<file path="src/rtl/dpll_tlk_pkg.sv">
package dpll_tlk_pkg;

  typedef enum logic [1:0] {
    SRC_ACQ   = 2'b00,
    SRC_LOCK  = 2'b01,
    SRC_TIGHT = 2'b10
  } src_e;

  localparam logic [1:0] GAIN_RST = 2'b01;
  localparam int unsigned DAMP_W = 3;
  localparam int unsigned GAIN_W = 2;

  // damping codes above this value are reserved
  localparam logic [DAMP_W-1:0] DAMP_MAX_LEGAL = 3'd5;

endpackage

</file>
<file path="src/rtl/dpll_tlk_mag.sv">
module dpll_tlk_mag #(
  parameter int unsigned ERR_W    = 12,
  parameter int unsigned THR_W    = 7,
  parameter int unsigned WIN_W    = 8,
  parameter int unsigned THR_OFS  = 2,
  parameter int unsigned FINE_LIM = 2
) (
  input  logic signed [ERR_W-1:0] err_data,
  input  logic        [THR_W-1:0] thr_code,
  input  logic        [WIN_W-1:0] win_code,
  output logic                    lt_thr,
  output logic                    gt_thr,
  output logic                    lt_fine,
  output logic                    in_win,
  output logic                    win_zero
);
  localparam int unsigned CMP_W = ERR_W + 1;

  logic [ERR_W-1:0] mag;
  logic [CMP_W-1:0] mag_x;
  logic [CMP_W-1:0] thr_eff;
  logic [CMP_W-1:0] win_eff;

  // unsigned magnitude; the most negative value maps to 2^(ERR_W-1)
  always_comb begin
    if (err_data[ERR_W-1]) mag = ERR_W'(-err_data);
    else                   mag = ERR_W'(err_data);
  end

  assign mag_x    = {1'b0, mag};
  assign thr_eff  = CMP_W'(thr_code) + CMP_W'(THR_OFS);
  assign win_zero = (win_code == '0);
  assign win_eff  = win_zero ? CMP_W'(1) : CMP_W'(win_code);

  assign lt_thr  = (mag_x < thr_eff);
  assign gt_thr  = (mag_x > thr_eff);
  assign lt_fine = (mag_x < CMP_W'(FINE_LIM));
  assign in_win  = (mag_x <= win_eff);
endmodule

</file>
<file path="src/rtl/dpll_tlk_fsm.sv">
module dpll_tlk_fsm (
  input  logic clk,
  input  logic rst_n,
  input  logic accept,
  input  logic locked,
  input  logic hyst_en,
  input  logic lt_thr,
  input  logic gt_thr,
  input  logic lt_fine,
  output logic tight_d,
  output logic tight_q
);
  logic enter_ok;

  assign enter_ok = hyst_en ? lt_fine : lt_thr;

  always_comb begin
    tight_d = tight_q;
    if (!locked) begin
      tight_d = 1'b0;
    end else if (accept) begin
      if (tight_q) begin
        if (gt_thr) tight_d = 1'b0;
      end else begin
        if (enter_ok) tight_d = 1'b1;
      end
    end
  end

  always_ff @(posedge clk) begin
    if (!rst_n) tight_q <= 1'b0;
    else        tight_q <= tight_d;
  end
endmodule

</file>
<file path="src/rtl/dpll_tlk_codesel.sv">
module dpll_tlk_codesel
  import dpll_tlk_pkg::*;
#(
  parameter int unsigned BW_W = 4,
  parameter int unsigned TLBW_W = 3
) (
  input  logic              tight,
  input  logic              locked,
  input  logic              fast_lock,
  input  logic [TLBW_W-1:0] tl_bw,
  input  logic [DAMP_W-1:0] tl_damp,
  input  logic [BW_W-1:0]   lck_bw,
  input  logic [DAMP_W-1:0] lck_damp,
  input  logic [BW_W-1:0]   acq_bw,
  input  logic [DAMP_W-1:0] acq_damp,
  output logic [BW_W-1:0]   bw,
  output logic [DAMP_W-1:0] damp,
  output src_e              src
);
  logic tl_bw_off;
  logic tl_damp_off;

  assign tl_bw_off   = (tl_bw == '0);
  assign tl_damp_off = (tl_damp == '0) || (tl_damp > DAMP_MAX_LEGAL);

  always_comb begin
    if (tight) begin
      src  = SRC_TIGHT;
      bw   = tl_bw_off ? lck_bw : BW_W'(tl_bw);
      damp = tl_damp_off ? lck_damp : tl_damp;
    end else if (fast_lock && !locked) begin
      src  = SRC_ACQ;
      bw   = acq_bw;
      damp = acq_damp;
    end else begin
      src  = SRC_LOCK;
      bw   = lck_bw;
      damp = lck_damp;
    end
  end
endmodule

</file>
<file path="src/rtl/dpll_tlk_select.sv">
module dpll_tlk_select
  import dpll_tlk_pkg::*;
#(
  parameter int unsigned ERR_W    = 12,
  parameter int unsigned THR_W    = 7,
  parameter int unsigned WIN_W    = 8,
  parameter int unsigned BW_W     = 4,
  parameter int unsigned TLBW_W   = 3,
  parameter int unsigned THR_OFS  = 2,
  parameter int unsigned FINE_LIM = 2
) (
  input  logic                     clk,
  input  logic                     rst_n,
  input  logic                     err_valid,
  output logic                     err_ready,
  input  logic signed [ERR_W-1:0]  err_data,
  input  logic                     phase_locked,
  input  logic [1:0]               cfg_gain,
  input  logic [TLBW_W-1:0]        cfg_tl_bw,
  input  logic [2:0]               cfg_tl_damp,
  input  logic                     cfg_hyst_en,
  input  logic [THR_W-1:0]         cfg_tl_thr,
  input  logic                     cfg_fast_lock,
  input  logic [BW_W-1:0]          cfg_lck_bw,
  input  logic [2:0]               cfg_lck_damp,
  input  logic [BW_W-1:0]          cfg_acq_bw,
  input  logic [2:0]               cfg_acq_damp,
  input  logic [WIN_W-1:0]         cfg_lock_win,
  output logic [BW_W-1:0]          sel_bw,
  output logic [2:0]               sel_damp,
  output logic [1:0]               sel_gain,
  output logic [1:0]               sel_src,
  output logic                     tight_lock,
  output logic                     in_window,
  output logic                     win_cfg_err
);
  logic accept;
  logic locked_q;
  logic lock_edge;
  logic update;
  logic lt_thr, gt_thr, lt_fine, in_win_c, win_zero;
  logic tight_d, tight_q;
  logic [BW_W-1:0]   bw_c;
  logic [DAMP_W-1:0] damp_c;
  src_e              src_c;

  assign accept    = err_valid && err_ready;
  assign lock_edge = (phase_locked != locked_q);
  assign update    = accept || lock_edge;

  dpll_tlk_mag #(
    .ERR_W(ERR_W), .THR_W(THR_W), .WIN_W(WIN_W),
    .THR_OFS(THR_OFS), .FINE_LIM(FINE_LIM)
  ) mag_i (
    .err_data(err_data), .thr_code(cfg_tl_thr), .win_code(cfg_lock_win),
    .lt_thr(lt_thr), .gt_thr(gt_thr), .lt_fine(lt_fine),
    .in_win(in_win_c), .win_zero(win_zero)
  );

  dpll_tlk_fsm fsm_i (
    .clk(clk), .rst_n(rst_n), .accept(accept), .locked(phase_locked),
    .hyst_en(cfg_hyst_en), .lt_thr(lt_thr), .gt_thr(gt_thr),
    .lt_fine(lt_fine), .tight_d(tight_d), .tight_q(tight_q)
  );

  dpll_tlk_codesel #(.BW_W(BW_W), .TLBW_W(TLBW_W)) sel_i (
    .tight(tight_d), .locked(phase_locked), .fast_lock(cfg_fast_lock),
    .tl_bw(cfg_tl_bw), .tl_damp(cfg_tl_damp),
    .lck_bw(cfg_lck_bw), .lck_damp(cfg_lck_damp),
    .acq_bw(cfg_acq_bw), .acq_damp(cfg_acq_damp),
    .bw(bw_c), .damp(damp_c), .src(src_c)
  );

  always_ff @(posedge clk) begin
    if (!rst_n) begin
      err_ready   <= 1'b0;
      locked_q    <= 1'b0;
      sel_bw      <= '0;
      sel_damp    <= '0;
      sel_gain    <= GAIN_RST;
      sel_src     <= SRC_LOCK;
      in_window   <= 1'b0;
      win_cfg_err <= 1'b0;
    end else begin
      err_ready   <= 1'b1;
      locked_q    <= phase_locked;
      win_cfg_err <= win_zero;
      if (update) begin
        sel_bw   <= bw_c;
        sel_damp <= damp_c;
        sel_gain <= cfg_gain;
        sel_src  <= src_c;
      end
      if (accept) in_window <= in_win_c;
    end
  end

  assign tight_lock = tight_q;
endmodule

</file>
<file path="config.mk">
export PLATFORM = sky130hd
export DESIGN_NAME = dpll_tlk_select
export DESIGN_NICKNAME = d
export VERILOG_FILES = /design/src/rtl/dpll_tlk_pkg.sv /design/src/rtl/dpll_tlk_mag.sv /design/src/rtl/dpll_tlk_fsm.sv /design/src/rtl/dpll_tlk_codesel.sv /design/src/rtl/dpll_tlk_select.sv
export SDC_FILE = /design/constraint.sdc
export NUM_CORES = 1
export LEC_CHECK = 0
export CAP_MARGIN = 5
export CORE_ASPECT_RATIO = 2
export CORE_MARGIN = 2
export CORE_UTILIZATION = 35
export DETAILED_ROUTE_END_ITERATION = 8
export MAX_ROUTING_LAYER = met4
export PLACE_DENSITY_LB_ADDON = 0.12
export SETUP_SLACK_MARGIN = 0.1
export SYNTH_ARGS = -nofsm -noshare
export SYNTH_HDL_FRONTEND = slang
export SYNTH_SLANG_ARGS = --single-unit
</file>
<file path="constraint.sdc">
create_clock -name clk -period 4.2 [get_ports clk]
set_clock_uncertainty 0.05 [all_clocks]
set_input_delay 1.26 -clock clk [delete_from_list [all_inputs] [get_ports clk]]
set_output_delay 1.26 -clock clk [all_outputs]
set_load 0.005 [all_outputs]
</file>
==> impl_summary.log <==
[metrics] top cell types by occurrence after synthesis: ha_1, dfxtp_1, inv_1
[metrics] Max-slew headroom: around two fifths
[metrics] worst hold stages: 2
[metrics] post-CTS clock slew at the launch and capture registers of the worst setup and hold paths: approximately 0.060 ns
[metrics] slowest cell on the critical path: or4_4
[metrics] number of global-route vias before repair: ~2100
[metrics] core utilization of the finished layout: just under 60%
[metrics] CP Launch Type: input port
[metrics] number of nets in the synthesized netlist: 297
[metrics] top flip-flop cell by instance count after synthesis: dfxtp_1
[metrics] Warnings, synthesis: 0
[metrics] post-synthesis cell area: between 1500 and 2000 µm²
[metrics] most common cell type on the critical path: buf_6
[metrics] maximum clock frequency: 247 MHz
[metrics] final setup vio count: 0
[metrics] number of synthesized flops with an enable pin: 0
[metrics] share of the yosys chip area belonging to registers: 17.5%
[metrics] largest stage delay on the critical path: between 0.5 and 0.6 ns
[metrics] wire length of the first global-routing pass: between 8 and 9 mm
[metrics] startpoint of the worst register-to-register path: fsm_i.tight_q
[metrics] total track usage: about a fifth
[metrics] max-cap viol count: 0
[metrics] die area: 5860 µm²
[metrics] final number of hold-violating endpoints: 0
[metrics] largest net degree at the start of global routing: 27
[metrics] switching power total: roughly 0.18 mW
[metrics] ports placed on the boundary: 70
[metrics] placed wire-length estimate after detailed placement: between 4 and 5 mm
[metrics] highest fanout seen on the critical path: 6
[metrics] Final Wtd Congestion: roughly 0.80
[metrics] number of distinct standard cells referenced by the synthesized netlist: 60
[metrics] reg-to-reg slack, setup: 2.36 ns
[metrics] final WL: about 5.7 mm
[metrics] worst flop-to-flop path endpoint: sel_bw[2]
[metrics] Async SR Flop Fraction: 0%
[metrics] WL per Instance: 14.7 µm
[metrics] Detailed Routing Iterations Pass 1: 4
[metrics] clock network fraction of design power: approximately 20%
[metrics] leakage power of the design: approximately 1.2 nW
[metrics] cell-internal power: slightly below 0.4 mW
[metrics] Worst IR Drop VDD: roughly 0.18 mV
[metrics] Detail Route Antenna Nets: 0
[metrics] area of the core: around 5100 µm²
[metrics] class of the most critical setup path: input port to register
[metrics] Logic pwr share: approximately half
[metrics] global-route congestion overflow total: 0
[metrics] layout overhead on the synthesized area: 63.1%
[metrics] Cells after Synth: roughly 230
[metrics] Bufs on Longest Clock Path: 2
[metrics] clock sinks: 16
[metrics] via total after detailed routing: roughly 2100
[metrics] Die H: between 100 and 150 µm
[metrics] Total Nets Final: 402
[metrics] Filler Cell Count: 495
[metrics] DR DRC count: 0
[metrics] largest area contributor in the synthesized netlist: dfxtp_1
[metrics] routed via count divided by cell count: between 5 and 6
[metrics] number of levels the H-tree was split into: 1
[metrics] register share of total power: just under 30%
[metrics] power density cells: between 150 and 200 nW/µm²
[metrics] ant diodes: 0
[metrics] antenna violations before repair: 0
[metrics] layout cells sized above 1: a little over a quarter
[metrics] smallest setup slack after layout: 0.159 ns
[metrics] WP data required: between 4 and 5 ns
[metrics] average cell area after synthesis: between 8 and 9 µm²
[metrics] outcome: finished, final reports clean
[metrics] Skew-Pair Late Insertion Delay: 0.25 ns
[metrics] chip width: ~55 µm
[metrics] Starting Density: a little over a third
[metrics] Yosys reg bits: 16
[metrics] top-count cell post-synth: ha_1
[metrics] FP Rows: 37
[metrics] RSZ-0062 raised after global routing: true
[metrics] clock period minus final worst setup slack: 4.04 ns
[metrics] classification of the worst-slack hold path: register to register
[metrics] Yosys top cell area share: between 15 and 20%
[metrics] nature of the critical path endpoint: register
[metrics] Worst Hold End: sel_gain[0]
[metrics] hold_sp: sel_gain[0]
[metrics] count of pins over their slew limit: 0
[metrics] worst path cell trace: buf_6, buf_6, or4_4, o21ai_4, xnor2_2, ha_1, or3_4, o21ai_2, a21oi_2, buf_4, and4_4, nor4b_4, buf_6, a311oi_2, o221a_2
[metrics] Port Buffers: 69
[metrics] post-route fraction of the period consumed by the critical path: 96.2%
[metrics] Tightest Pin Transition: 0.908 ns
[metrics] switching part of the total power: a little under a third
[metrics] crit path DAT: 4.13 ns
[metrics] number of DRC markers in iteration 0: 43
[metrics] setup slack after placement: -0.524 ns
[metrics] length in cells of the worst reg-to-reg path: 8
[metrics] Clk Tree Root Cell: clkbuf_8
[metrics] ranking of synthesized cells by area: dfxtp_1, ha_1, nand2b_1
[metrics] clock tree from TritonCTS: built
[metrics] TritonCTS buffer count: 3
worst max path at each step:
stage	startpoint	slack, ns	to	depth (start not counted)
floorplan	err_data[3]	0.004	sel_src[0]	13
global placement	err_data[1]	-0.46	sel_src[0]	13
detailed placement	err_data[1]	-0.52	sel_src[0]	13
CTS	err_data[1]	0.11	sel_src[0]	13
global route	cfg_tl_thr[2]	0.03	sel_bw[2]	14
finish	err_data[0]	0.16	sel_bw[2]	15
per-stage QoR:
| step | power (mW) | instances | setup TNS, ns | hold WS [ns] | area, µm² |
|---|---|---|---|---|---|
| final | 0.576 | 386 | 0 | 0.417 | 2980 |
| after global routing | 0.617 | 386 | 0 | 0.458 | 2980 |
| after CTS | 0.573 | 384 | 0 | 0.424 | 2930 |
| after detailed placement | 0.443 | 374 | -4.87 | 0.412 | 2800 |
| after global placement | 0.441 | 374 | -4.34 | 0.405 | 2800 |
| after floorplan | 0.304 | 225 | 0 | 0.408 | 1870 |
logic make-up after synthesis:
group | share of synthesized area [%]
AND/OR/NAND/NOR | 31.9
AO/OA/AOI/OAI | 26.1
buffers and inverters | 7.25
adder cells (fa/ha/maj) | 11.6
flip-flops | 17.5
XOR/XNOR | 3.83
multiplexers | 1.78
power by group through the flow:
stage	Clock, mW	Combinational (mW)	Sequential, mW
after floorplan	0	0.132	0.172
after global placement	0	0.269	0.172
after detailed placement	0	0.271	0.172
after CTS	0.117	0.288	0.169
after global routing	0.122	0.325	0.170
final	0.113	0.294	0.169
layer usage:
metal | global-route usage, % | routed length [µm]
met5 | - | 0
met4 | 11.5 | 278
met3 | 0.702 | 224
met2 | 42.0 | 3380
met1 | 17.1 | 1780
flip-flops by register name, summed over array words and instances, names as in the netlist:
register / cells
win_cfg_err: 1
err_ready: 1
sel_damp: 3
locked_q: 1
in_window: 1
sel_src: 2
sel_gain: 2
sel_bw: 4
fsm_i.tight_q: 1
cell usage in the layout (no fill, tap or decap), drive strengths merged, types with 2 or more instances in the layout:
cell type      instances
o41ai                  2
buf                   44
a21oi                  8
nor4b                  3
nor2                  12
a21o                   2
xnor2                  6
dfxtp                 16
dlygate4sd2            2
o21ai                  7
o21a                   6
nand4                 10
nand2b                11
nor3b                  4
inv                   16
xor2                   2
nor3                   6
or3                    3
and3                   3
o31ai                  3
o211ai                 7
o2111ai                7
clkbuf                 3
nor2b                  5
a21boi                 2
nand2                 15
nand3                 12
mux2                   2
or4bb                  2
a31oi                  2
ha                    17
and2                   4
clkdlybuf4s50         63
final cells by class:
cell class,count,area [µm²],share of cell area (%)
sequential,16,320,10.7
multi-input combinational,183,1490,50.0
tap,58,72.6,2.43
inverter,16,60.1,2.01
clock buffer,3,41.3,1.38
timing repair buffer,110,998,33.5
critical path, delay by kind of cell:
family                     cells  cell delay, ns
xor gates and xnor gates       1            0.10
AOI/OAI and AO/OA              5            0.63
adders and majority gates      1            0.25
buffers and inverters          4            0.51
and+or+nand+nor                4            1.37
timing repair:
action	CTS	global route
setup endpoints to repair	11	10
pin swaps	19	10
gates resized for setup	28	11
hold buffers	0	0
buffers inserted	7	2
Note: power is estimated with default switching activity, not from simulation.
